File: src/rtl/adc_sif_pkg.sv
package adc_sif_pkg;

  // register select field of the command byte
  typedef enum logic [1:0] {
    SEL_CS   = 2'b00,
    SEL_MODE = 2'b01,
    SEL_FILT = 2'b10,
    SEL_DATA = 2'b11
  } sel_e;

  typedef enum logic [1:0] {
    PH_CMD = 2'd0,
    PH_WR  = 2'd1,
    PH_RD  = 2'd2
  } phase_e;

  // bit positions inside the command byte (decoded by the frame FSM)
  localparam int CMD_RW_BIT  = 3;
  localparam int CMD_SEL_MSB = 5;

endpackage

File: src/rtl/adc_sif_sync.sv
module adc_sif_sync #(
  parameter int             W       = 3,
  parameter int             STAGES  = 2,
  parameter logic [W-1:0]   RST_VAL = '0
) (
  input  logic         clk,
  input  logic         rst_n,
  input  logic [W-1:0] d,
  output logic [W-1:0] q
);

  logic [W-1:0] stg_q [STAGES];

  for (genvar s = 0; s < STAGES; s++) begin : g_stage
    always_ff @(posedge clk or negedge rst_n) begin
      if (!rst_n) begin
        stg_q[s] <= RST_VAL;
      end else if (s == 0) begin
        stg_q[s] <= d;
      end else begin
        stg_q[s] <= stg_q[(s > 0) ? s - 1 : 0];
      end
    end
  end

  assign q = stg_q[STAGES-1];

endmodule

File: src/rtl/adc_sif_frame.sv
module adc_sif_frame
  import adc_sif_pkg::*;
#(
  parameter int DATA_W = 24,
  parameter int REG_W  = 8
) (
  input  logic              clk,
  input  logic              rst_n,
  input  logic              sclk_s,
  input  logic              cs_n_s,
  input  logic              din_s,
  input  logic [DATA_W-1:0] peek_word,
  output sel_e              peek_sel,
  output logic              wr_en,
  output sel_e              wr_sel,
  output logic [REG_W-1:0]  wr_byte,
  output logic              rd_done,
  output logic              data_busy,
  output logic              rd_active,
  output logic              sdo_bit
);

  localparam int CNT_W = $clog2(DATA_W + 1);

  phase_e             ph_q, ph_d;
  logic [CNT_W-1:0]   cnt_q, cnt_d;
  logic [DATA_W-1:0]  sr_q, sr_d;
  sel_e               sel_q, sel_d;
  logic               bit_q, bit_d;
  logic               sclk_q;
  logic               rise, fall;
  logic [CNT_W-1:0]   last_idx;

  assign rise     = sclk_s & ~sclk_q;
  assign fall     = ~sclk_s & sclk_q;
  // the byte in flight is {sr_q[6:0], din_s}: field bit k sits at sr_q[k-1]
  assign peek_sel = sel_e'(sr_q[CMD_SEL_MSB-1 -: 2]);
  assign last_idx = (sel_q == SEL_DATA) ? CNT_W'(DATA_W - 1) : CNT_W'(REG_W - 1);

  always_comb begin
    ph_d    = ph_q;
    cnt_d   = cnt_q;
    sr_d    = sr_q;
    sel_d   = sel_q;
    bit_d   = bit_q;
    wr_en   = 1'b0;
    rd_done = 1'b0;
    wr_sel  = sel_q;
    wr_byte = {sr_q[REG_W-2:0], din_s};
    if (cs_n_s) begin
      ph_d  = PH_CMD;
      cnt_d = '0;
    end else if (rise) begin
      unique case (ph_q)
        PH_CMD: begin
          sr_d  = {sr_q[DATA_W-2:0], din_s};
          cnt_d = cnt_q + 1'b1;
          if (cnt_q == CNT_W'(REG_W - 1)) begin
            cnt_d = '0;
            sel_d = peek_sel;
            if (sr_q[CMD_RW_BIT-1]) begin
              ph_d = PH_RD;
              sr_d = peek_word;
            end else if (peek_sel != SEL_CS) begin
              ph_d = PH_WR;
            end
          end
        end
        PH_WR: begin
          sr_d  = {sr_q[DATA_W-2:0], din_s};
          cnt_d = cnt_q + 1'b1;
          if (cnt_q == last_idx) begin
            ph_d  = PH_CMD;
            cnt_d = '0;
            wr_en = (sel_q != SEL_DATA);
          end
        end
        PH_RD: begin
          cnt_d = cnt_q + 1'b1;
          if (cnt_q == last_idx) begin
            ph_d    = PH_CMD;
            cnt_d   = '0;
            rd_done = (sel_q == SEL_DATA);
          end
        end
        default: ph_d = PH_CMD;
      endcase
    end else if (fall && ph_q == PH_RD) begin
      bit_d = sr_q[DATA_W-1];
      sr_d  = {sr_q[DATA_W-2:0], 1'b0};
    end
  end

  always_ff @(posedge clk or negedge rst_n) begin
    if (!rst_n) begin
      ph_q   <= PH_CMD;
      cnt_q  <= '0;
      sr_q   <= '0;
      sel_q  <= SEL_CS;
      bit_q  <= 1'b1;
      sclk_q <= 1'b1;
    end else begin
      ph_q   <= ph_d;
      cnt_q  <= cnt_d;
      sr_q   <= sr_d;
      sel_q  <= sel_d;
      bit_q  <= bit_d;
      sclk_q <= sclk_s;
    end
  end

  assign rd_active = (ph_q == PH_RD);
  assign data_busy = rd_active && (sel_q == SEL_DATA);
  assign sdo_bit   = bit_q;

  // a deselect returns the frame to the command phase at bit zero
  a_r10_abort: assert property (@(posedge clk) disable iff (!rst_n)
    cs_n_s |=> (ph_q == PH_CMD) && (cnt_q == '0));

  // the read bit moves only on a falling serial edge
  a_r3_fall_only: assert property (@(posedge clk) disable iff (!rst_n)
    !(fall && ph_q == PH_RD) |=> $stable(bit_q));

  // the eighth command bit with the direction bit set opens a read
  a_r2_read_decode: assert property (@(posedge clk) disable iff (!rst_n)
    (!cs_n_s && rise && ph_q == PH_CMD && cnt_q == CNT_W'(REG_W - 1) && sr_q[CMD_RW_BIT-1])
    |=> (ph_q == PH_RD));

  // the bit index stays inside the longest register
  a_r3_cnt_bound: assert property (@(posedge clk) disable iff (!rst_n)
    cnt_q < CNT_W'(DATA_W));

endmodule

File: src/rtl/adc_sif_regs.sv
module adc_sif_regs
  import adc_sif_pkg::*;
#(
  parameter int               DATA_W   = 24,
  parameter int               REG_W    = 8,
  parameter logic [REG_W-2:0] STAT_LOW = 7'h0C,
  parameter logic [REG_W-1:0] MODE_RST = 8'h02,
  parameter logic [REG_W-1:0] FILT_RST = 8'h04
) (
  input  logic              clk,
  input  logic              rst_n,
  input  logic              wr_en,
  input  sel_e              wr_sel,
  input  logic [REG_W-1:0]  wr_byte,
  input  logic              rd_done,
  input  logic              data_busy,
  input  logic              conv_done,
  input  logic [DATA_W-1:0] conv_data,
  input  logic              upd_warn,
  input  sel_e              peek_sel,
  output logic [DATA_W-1:0] peek_word,
  output logic              rdy_n,
  output logic [REG_W-1:0]  mode_q,
  output logic [REG_W-1:0]  filt_q
);

  localparam int PAD_W = DATA_W - REG_W;

  logic [DATA_W-1:0] data_q, data_d;
  logic [REG_W-1:0]  mode_d, filt_d;
  logic              rdy_d;
  logic              accept;

  assign accept = conv_done & ~data_busy;

  always_comb begin
    data_d = data_q;
    mode_d = mode_q;
    filt_d = filt_q;
    rdy_d  = rdy_n;
    if (accept) data_d = conv_data;
    if (wr_en && wr_sel == SEL_MODE) mode_d = wr_byte;
    if (wr_en && wr_sel == SEL_FILT) filt_d = wr_byte;
    if (rd_done)       rdy_d = 1'b1;
    else if (accept)   rdy_d = 1'b0;
    else if (upd_warn) rdy_d = 1'b1;
  end

  always_ff @(posedge clk or negedge rst_n) begin
    if (!rst_n) begin
      data_q <= '0;
      mode_q <= MODE_RST;
      filt_q <= FILT_RST;
      rdy_n  <= 1'b1;
    end else begin
      data_q <= data_d;
      mode_q <= mode_d;
      filt_q <= filt_d;
      rdy_n  <= rdy_d;
    end
  end

  always_comb begin
    unique case (peek_sel)
      SEL_CS:   peek_word = {rdy_n, STAT_LOW, {PAD_W{1'b0}}};
      SEL_MODE: peek_word = {mode_q, {PAD_W{1'b0}}};
      SEL_FILT: peek_word = {filt_q, {PAD_W{1'b0}}};
      default:  peek_word = data_q;
    endcase
  end

  // an accepted result is stored and lowers the flag
  a_r5_capture: assert property (@(posedge clk) disable iff (!rst_n)
    (conv_done && !data_busy) |=> (!rdy_n && data_q == $past(conv_data)));

  // a finished data read raises the flag
  a_r7_read_clears: assert property (@(posedge clk) disable iff (!rst_n)
    rd_done |=> rdy_n);

  // the result is frozen while it is being shifted out
  a_r8_freeze: assert property (@(posedge clk) disable iff (!rst_n)
    data_busy |=> $stable(data_q));

  // the warning strobe raises the flag unless a new result lands
  a_r6_warn: assert property (@(posedge clk) disable iff (!rst_n)
    (upd_warn && !(conv_done && !data_busy)) |=> rdy_n);

endmodule

File: src/rtl/adc_serial_port.sv
module adc_serial_port
  import adc_sif_pkg::*;
#(
  parameter int               DATA_W      = 24,
  parameter int               REG_W       = 8,
  parameter int               SYNC_STAGES = 2,
  parameter logic [REG_W-2:0] STAT_LOW    = 7'h0C,
  parameter logic [REG_W-1:0] MODE_RST    = 8'h02,
  parameter logic [REG_W-1:0] FILT_RST    = 8'h04
) (
  input  logic              clk,
  input  logic              rst_n,
  input  logic              sclk,
  input  logic              cs_n,
  input  logic              din,
  output logic              dout_rdy,
  output logic              dout_en,
  input  logic              conv_done,
  input  logic [DATA_W-1:0] conv_data,
  input  logic              upd_warn,
  output logic [REG_W-1:0]  mode_cfg,
  output logic [REG_W-1:0]  filt_cfg
);

  logic [2:0]        pins_s;
  logic              sclk_s, cs_n_s, din_s;
  logic [DATA_W-1:0] peek_word;
  sel_e              peek_sel, wr_sel;
  logic              wr_en, rd_done, data_busy, rd_active, sdo_bit, rdy_n;
  logic [REG_W-1:0]  wr_byte;

  adc_sif_sync #(.W(3), .STAGES(SYNC_STAGES), .RST_VAL(3'b110)) u_sync (
    .clk (clk),
    .rst_n (rst_n),
    .d   ({sclk, cs_n, din}),
    .q   (pins_s)
  );
  assign {sclk_s, cs_n_s, din_s} = pins_s;

  adc_sif_frame #(.DATA_W(DATA_W), .REG_W(REG_W)) u_frame (
    .clk       (clk),
    .rst_n     (rst_n),
    .sclk_s    (sclk_s),
    .cs_n_s    (cs_n_s),
    .din_s     (din_s),
    .peek_word (peek_word),
    .peek_sel  (peek_sel),
    .wr_en     (wr_en),
    .wr_sel    (wr_sel),
    .wr_byte   (wr_byte),
    .rd_done   (rd_done),
    .data_busy (data_busy),
    .rd_active (rd_active),
    .sdo_bit   (sdo_bit)
  );

  adc_sif_regs #(
    .DATA_W(DATA_W), .REG_W(REG_W), .STAT_LOW(STAT_LOW),
    .MODE_RST(MODE_RST), .FILT_RST(FILT_RST)
  ) u_regs (
    .clk       (clk),
    .rst_n     (rst_n),
    .wr_en     (wr_en),
    .wr_sel    (wr_sel),
    .wr_byte   (wr_byte),
    .rd_done   (rd_done),
    .data_busy (data_busy),
    .conv_done (conv_done),
    .conv_data (conv_data),
    .upd_warn  (upd_warn),
    .peek_sel  (peek_sel),
    .peek_word (peek_word),
    .rdy_n     (rdy_n),
    .mode_q    (mode_cfg),
    .filt_q    (filt_cfg)
  );

  assign dout_rdy = rd_active ? sdo_bit : rdy_n;
  assign dout_en  = ~cs_n;

  // deselected means the output is released
  a_r9_tristate: assert property (@(posedge clk) disable iff (!rst_n)
    cs_n |-> !dout_en);

endmodule

File: config.mk
export PLATFORM = sky130hd
export DESIGN_NAME = adc_serial_port
export DESIGN_NICKNAME = d
export VERILOG_FILES = /design/src/rtl/adc_sif_pkg.sv /design/src/rtl/adc_sif_sync.sv /design/src/rtl/adc_sif_frame.sv /design/src/rtl/adc_sif_regs.sv /design/src/rtl/adc_serial_port.sv
export SDC_FILE = /design/constraint.sdc
export NUM_CORES = 1
export LEC_CHECK = 0
export BUFFER_PORTS_ARGS = -buffer_cell sky130_fd_sc_hd__clkbuf_2
export CORE_ASPECT_RATIO = 0.5
export CORE_MARGIN = 2
export CORE_UTILIZATION = 50
export DETAILED_ROUTE_END_ITERATION = 16
export MAX_ROUTING_LAYER = met4
export PLACE_DENSITY = 0.73
export SYNTH_ARGS = -nofsm -noshare
export SYNTH_HDL_FRONTEND = slang
export SYNTH_SLANG_ARGS = --single-unit
File: constraint.sdc
create_clock -name clk -period 2.4 [get_ports clk]
set_input_delay 0.12 -clock clk [delete_from_list [all_inputs] [get_ports clk]]
set_output_delay 0.12 -clock clk [all_outputs]
set_load 0.005 [all_outputs]
==> flow_metrics.py <==
metrics = {
    "outcome": {
        "status": "complete, no violations",
    },
    "sta": {
        "min_period_ps": 2120,
        "final.setup.tns_ps": 0,
        "setup_viol": 0,
        "relSlewSlack_pct": 32.9,
        "finalCritPeriodShare_pct": 88.1,
        "fin_worst_skew_ps": 6.90,
        "drv_slew": 0,
        "whs_ps": 7.93,
        "max_freq_ghz": 0.473,
        "rsz0062_at_grt": "no",
        "tightest_slew_ps": 1010,
        "hold_violations": 0,
        "setup_ws_ps": 285,
    },
    "global_route": {
        "grt_pass1_vias": 2715,
        "grt_first_pass_wirelength_um": 14000,
        "antenna_found_initial": 0,
        "track_usage_pct": 22.5,
        "grt_max_degree": 83,
        "grt-ovfl-total": 0,
    },
    "layout": {
        "nFillCells": 594,
        "nNetsFinal": 399,
        "utilization_pct": 63.1,
        "drive_gt1_share_pct": 43.9,
        "num_antenna_cells": 0,
        "syn2layout_area_growth_pct": 20.0,
    },
    "clock_tree": {
        "cts-hold-fix-buffers": 6,
        "cts_resized": 0,
        "htreeDepth": 3,
        "path_clk_slew_ps": 60,
        "cts_root_buf": "clkbuf_16",
        "clock_tree.buffer_depth": 2,
        "clk_latency_ps": 340,
        "cts_buffers": 9,
        "cts_setup_buffers": 0,
        "cts_sinks": 82,
        "cts_tree": "done",
    },
    "die": {
        "die_area_mm2": 0.00861,
        "pin_count": 49,
        "die_x_um": 129,
        "die_y_um": 66.6,
        "rows": 22,
        "start_util_pct": 52.5,
        "coreArea_mm2": 0.00746,
    },
    "synth": {
        "yosysSeqAreaShare_pct": 52.6,
        "synth_edf_count": 0,
        "mappedNetlistArea_mm2": 0.00392,
        "ys_warn_count": 0,
        "yosysTopAreaCell": "dfrtp_1",
        "synthArstFlopShare_pct": 100,
        "avgSynthCellArea_um2": 13.0,
        "ys.flop_type": "dfrtp_1",
        "synth_cells": 301,
        "synth_cell_types": 52,
        "syn-num-nets": 336,
        "synth_top_area_share_pct": 46.6,
        "synthTopCellsByArea": "dfrtp_1, mux2_2, dfstp_2, mux2_4, and3_1",
        "synth-seq-cells": 82,
    },
    "placed_design": {
        "detailed_place_hpwl_um": 5560,
        "pre_cts_ws_ps": 324,
        "place.gp.congestion": 0.842,
        "placement.io_buffers": 48,
    },
    "power": {
        "total_power_mw": 3.34,
        "total_leakage_power_nw": 2.26,
        "vdd_ir_drop_max_mv": 0.442,
        "power_density_mw_per_mm2": 711,
    },
    "drt": {
        "post_drt_wl_per_cell_um": 17.4,
        "drc": 0,
        "firstDrtPassIters": 4,
        "drt_wl_total_um": 8290,
        "drtIter0Drc": 202,
        "via_count": 2685,
        "avgViaCountPerCell": 5.63,
        "antenna_left": 0,
    },
    "worst_setup_path": {
        "cp.arrival_ps": 2340,
        "critPathLaunchType": "register",
        "cpPeakStageDelay_ps": 430,
        "required_ps": 2620,
        "critPathMaxFanout": 20,
        "cp-end-kind": "register",
        "worstPathCellList": "ha_1 > and4bb_1 > nand3_4 > mux2_1 > mux2_2",
        "slowest_stage": "mux2_1",
        "worstSetupPathType": "register to register",
    },
    "flow_run": {
        "cap_violations": 0,
    },
    "min_path": {
        "hp-class": "input port to register",
    },
}
[worst max-delay path, delay by kind of cell, from the launching register on]
kind / cells / cell delay (ps)
muxes: 2 / 700
and+or+nand+nor: 2 / 660
adders and majority gates: 1 / 250
DFF: 1 / 380
[sequential cells by signal (all words and copies together), names as in the netlist]
signal,flops
u_frame.sdo_bit,1
u_frame.sclk_q,1
u_regs.mode_q,8
u_sync.stg_q,3
u_frame.sr_q,24
u_frame.cnt_q,5
u_regs.rdy_n,1
u_frame.wr_sel,2
u_regs.data_q,24
u_frame.ph_q,2
u_sync.q,3
u_regs.filt_q,8
[cell type report]
type                    count  area [um2]  area share, %
repair buffers             69         420           8.94
clock inverters             3        46.3          0.984
inverters                   7        26.3          0.559
clock buffers              13         270           5.74
multi-input cells         195        1740           37.0
well taps                 108         135           2.87
flip-flops and latches     82        2060           43.9
[routing by layer]
layer  wire length [um]  GRT usage, %  share of wire, %  vias up
li1                   -             -                 -     1252
met1               3860          29.5                47     1362
met2               3950          33.0                48       59
met3                343          7.39               4.1       12
met4                138          7.88               1.7        0
met5                  0             -                 0        -
[metrics by stage]
step	std cells	area, um2
global placement	453	4310
floorplan	301	3920
global route	477	4700
finish	477	4700
CTS	475	4680
detailed placement	453	4310
[cells in the mapped netlist, drive strengths merged (2+ instances only)]
cell type	n
nor3	2
o41ai	9
mux2	76
a311o	2
a2bb2oi	2
nor4	2
ha	4
a221oi	5
nor2b	3
buf	7
nand4	2
nand2b	3
o21ai	15
dfrtp	73
dfstp	9
mux2i	3
a21oi	3
or2	2
nor2	4
clkbuf	10
a211o	2
nand3b	3
nand2	9
nand3	7
and3	14
inv	7
a31oi	5
[power breakdown]
group,internal (mW),total [mW],leakage [nW],switching (mW)
clock network,0.893,1.43,0.152,0.540
registers,1.46,1.54,1.05,0.0798
logic,0.184,0.366,1.06,0.182
[cell usage in the layout (no fill, tap or decap), drive strengths merged, types with 7 or more instances in the layout]
master,synthesis,routed
o21ai,15,15
nand3,7,7
o41ai,9,9
dfrtp,73,73
mux2,76,76
inv,7,7
dfstp,9,9
and3,14,14
nand2,9,9
dlygate4sd3,0,8
clkbuf,10,60
buf,7,14
[kinds of logic after synthesis]
kind of cell             Yosys count  share of synthesized area (%)
AO/OA/AOI/OAI                     52                           9.54
XOR/XNOR                           1                          0.223
adder cells (fa/ha/maj)            4                           1.28
buffers and inverters             24                           2.90
flip-flops                        82                           52.6
multiplexers                      80                           24.1
AND/OR/NAND/NOR                   58                           9.29
[final timing paths]
kind | startpoint | endpoint | slack (ps) | cells past startpoint
max in group asynchronous | rst_n | u_frame.cnt_q[4]$_DFFE_PN0P_ | 1260 | 2
min in group asynchronous | rst_n | u_frame.sr_q[7]$_DFFE_PN0P_ | 480 | 2
setup / recovery | u_frame.cnt_q[0]$_DFFE_PN0P_ | u_frame.sr_q[2]$_DFFE_PN0P_ | 280 | 5
hold / removal | conv_data[11] | u_regs.data_q[11]$_DFFE_PN0P_ | 8 | 2
hold reg to reg | u_sync.stg_q[3]$_DFF_PN0_ | u_sync.q[0]$_DFF_PN0_ | 350 | 0
setup reg to reg | u_frame.cnt_q[0]$_DFFE_PN0P_ | u_frame.sr_q[2]$_DFFE_PN0P_ | 280 | 5
Note: power is estimated with default switching activity, not from simulation.
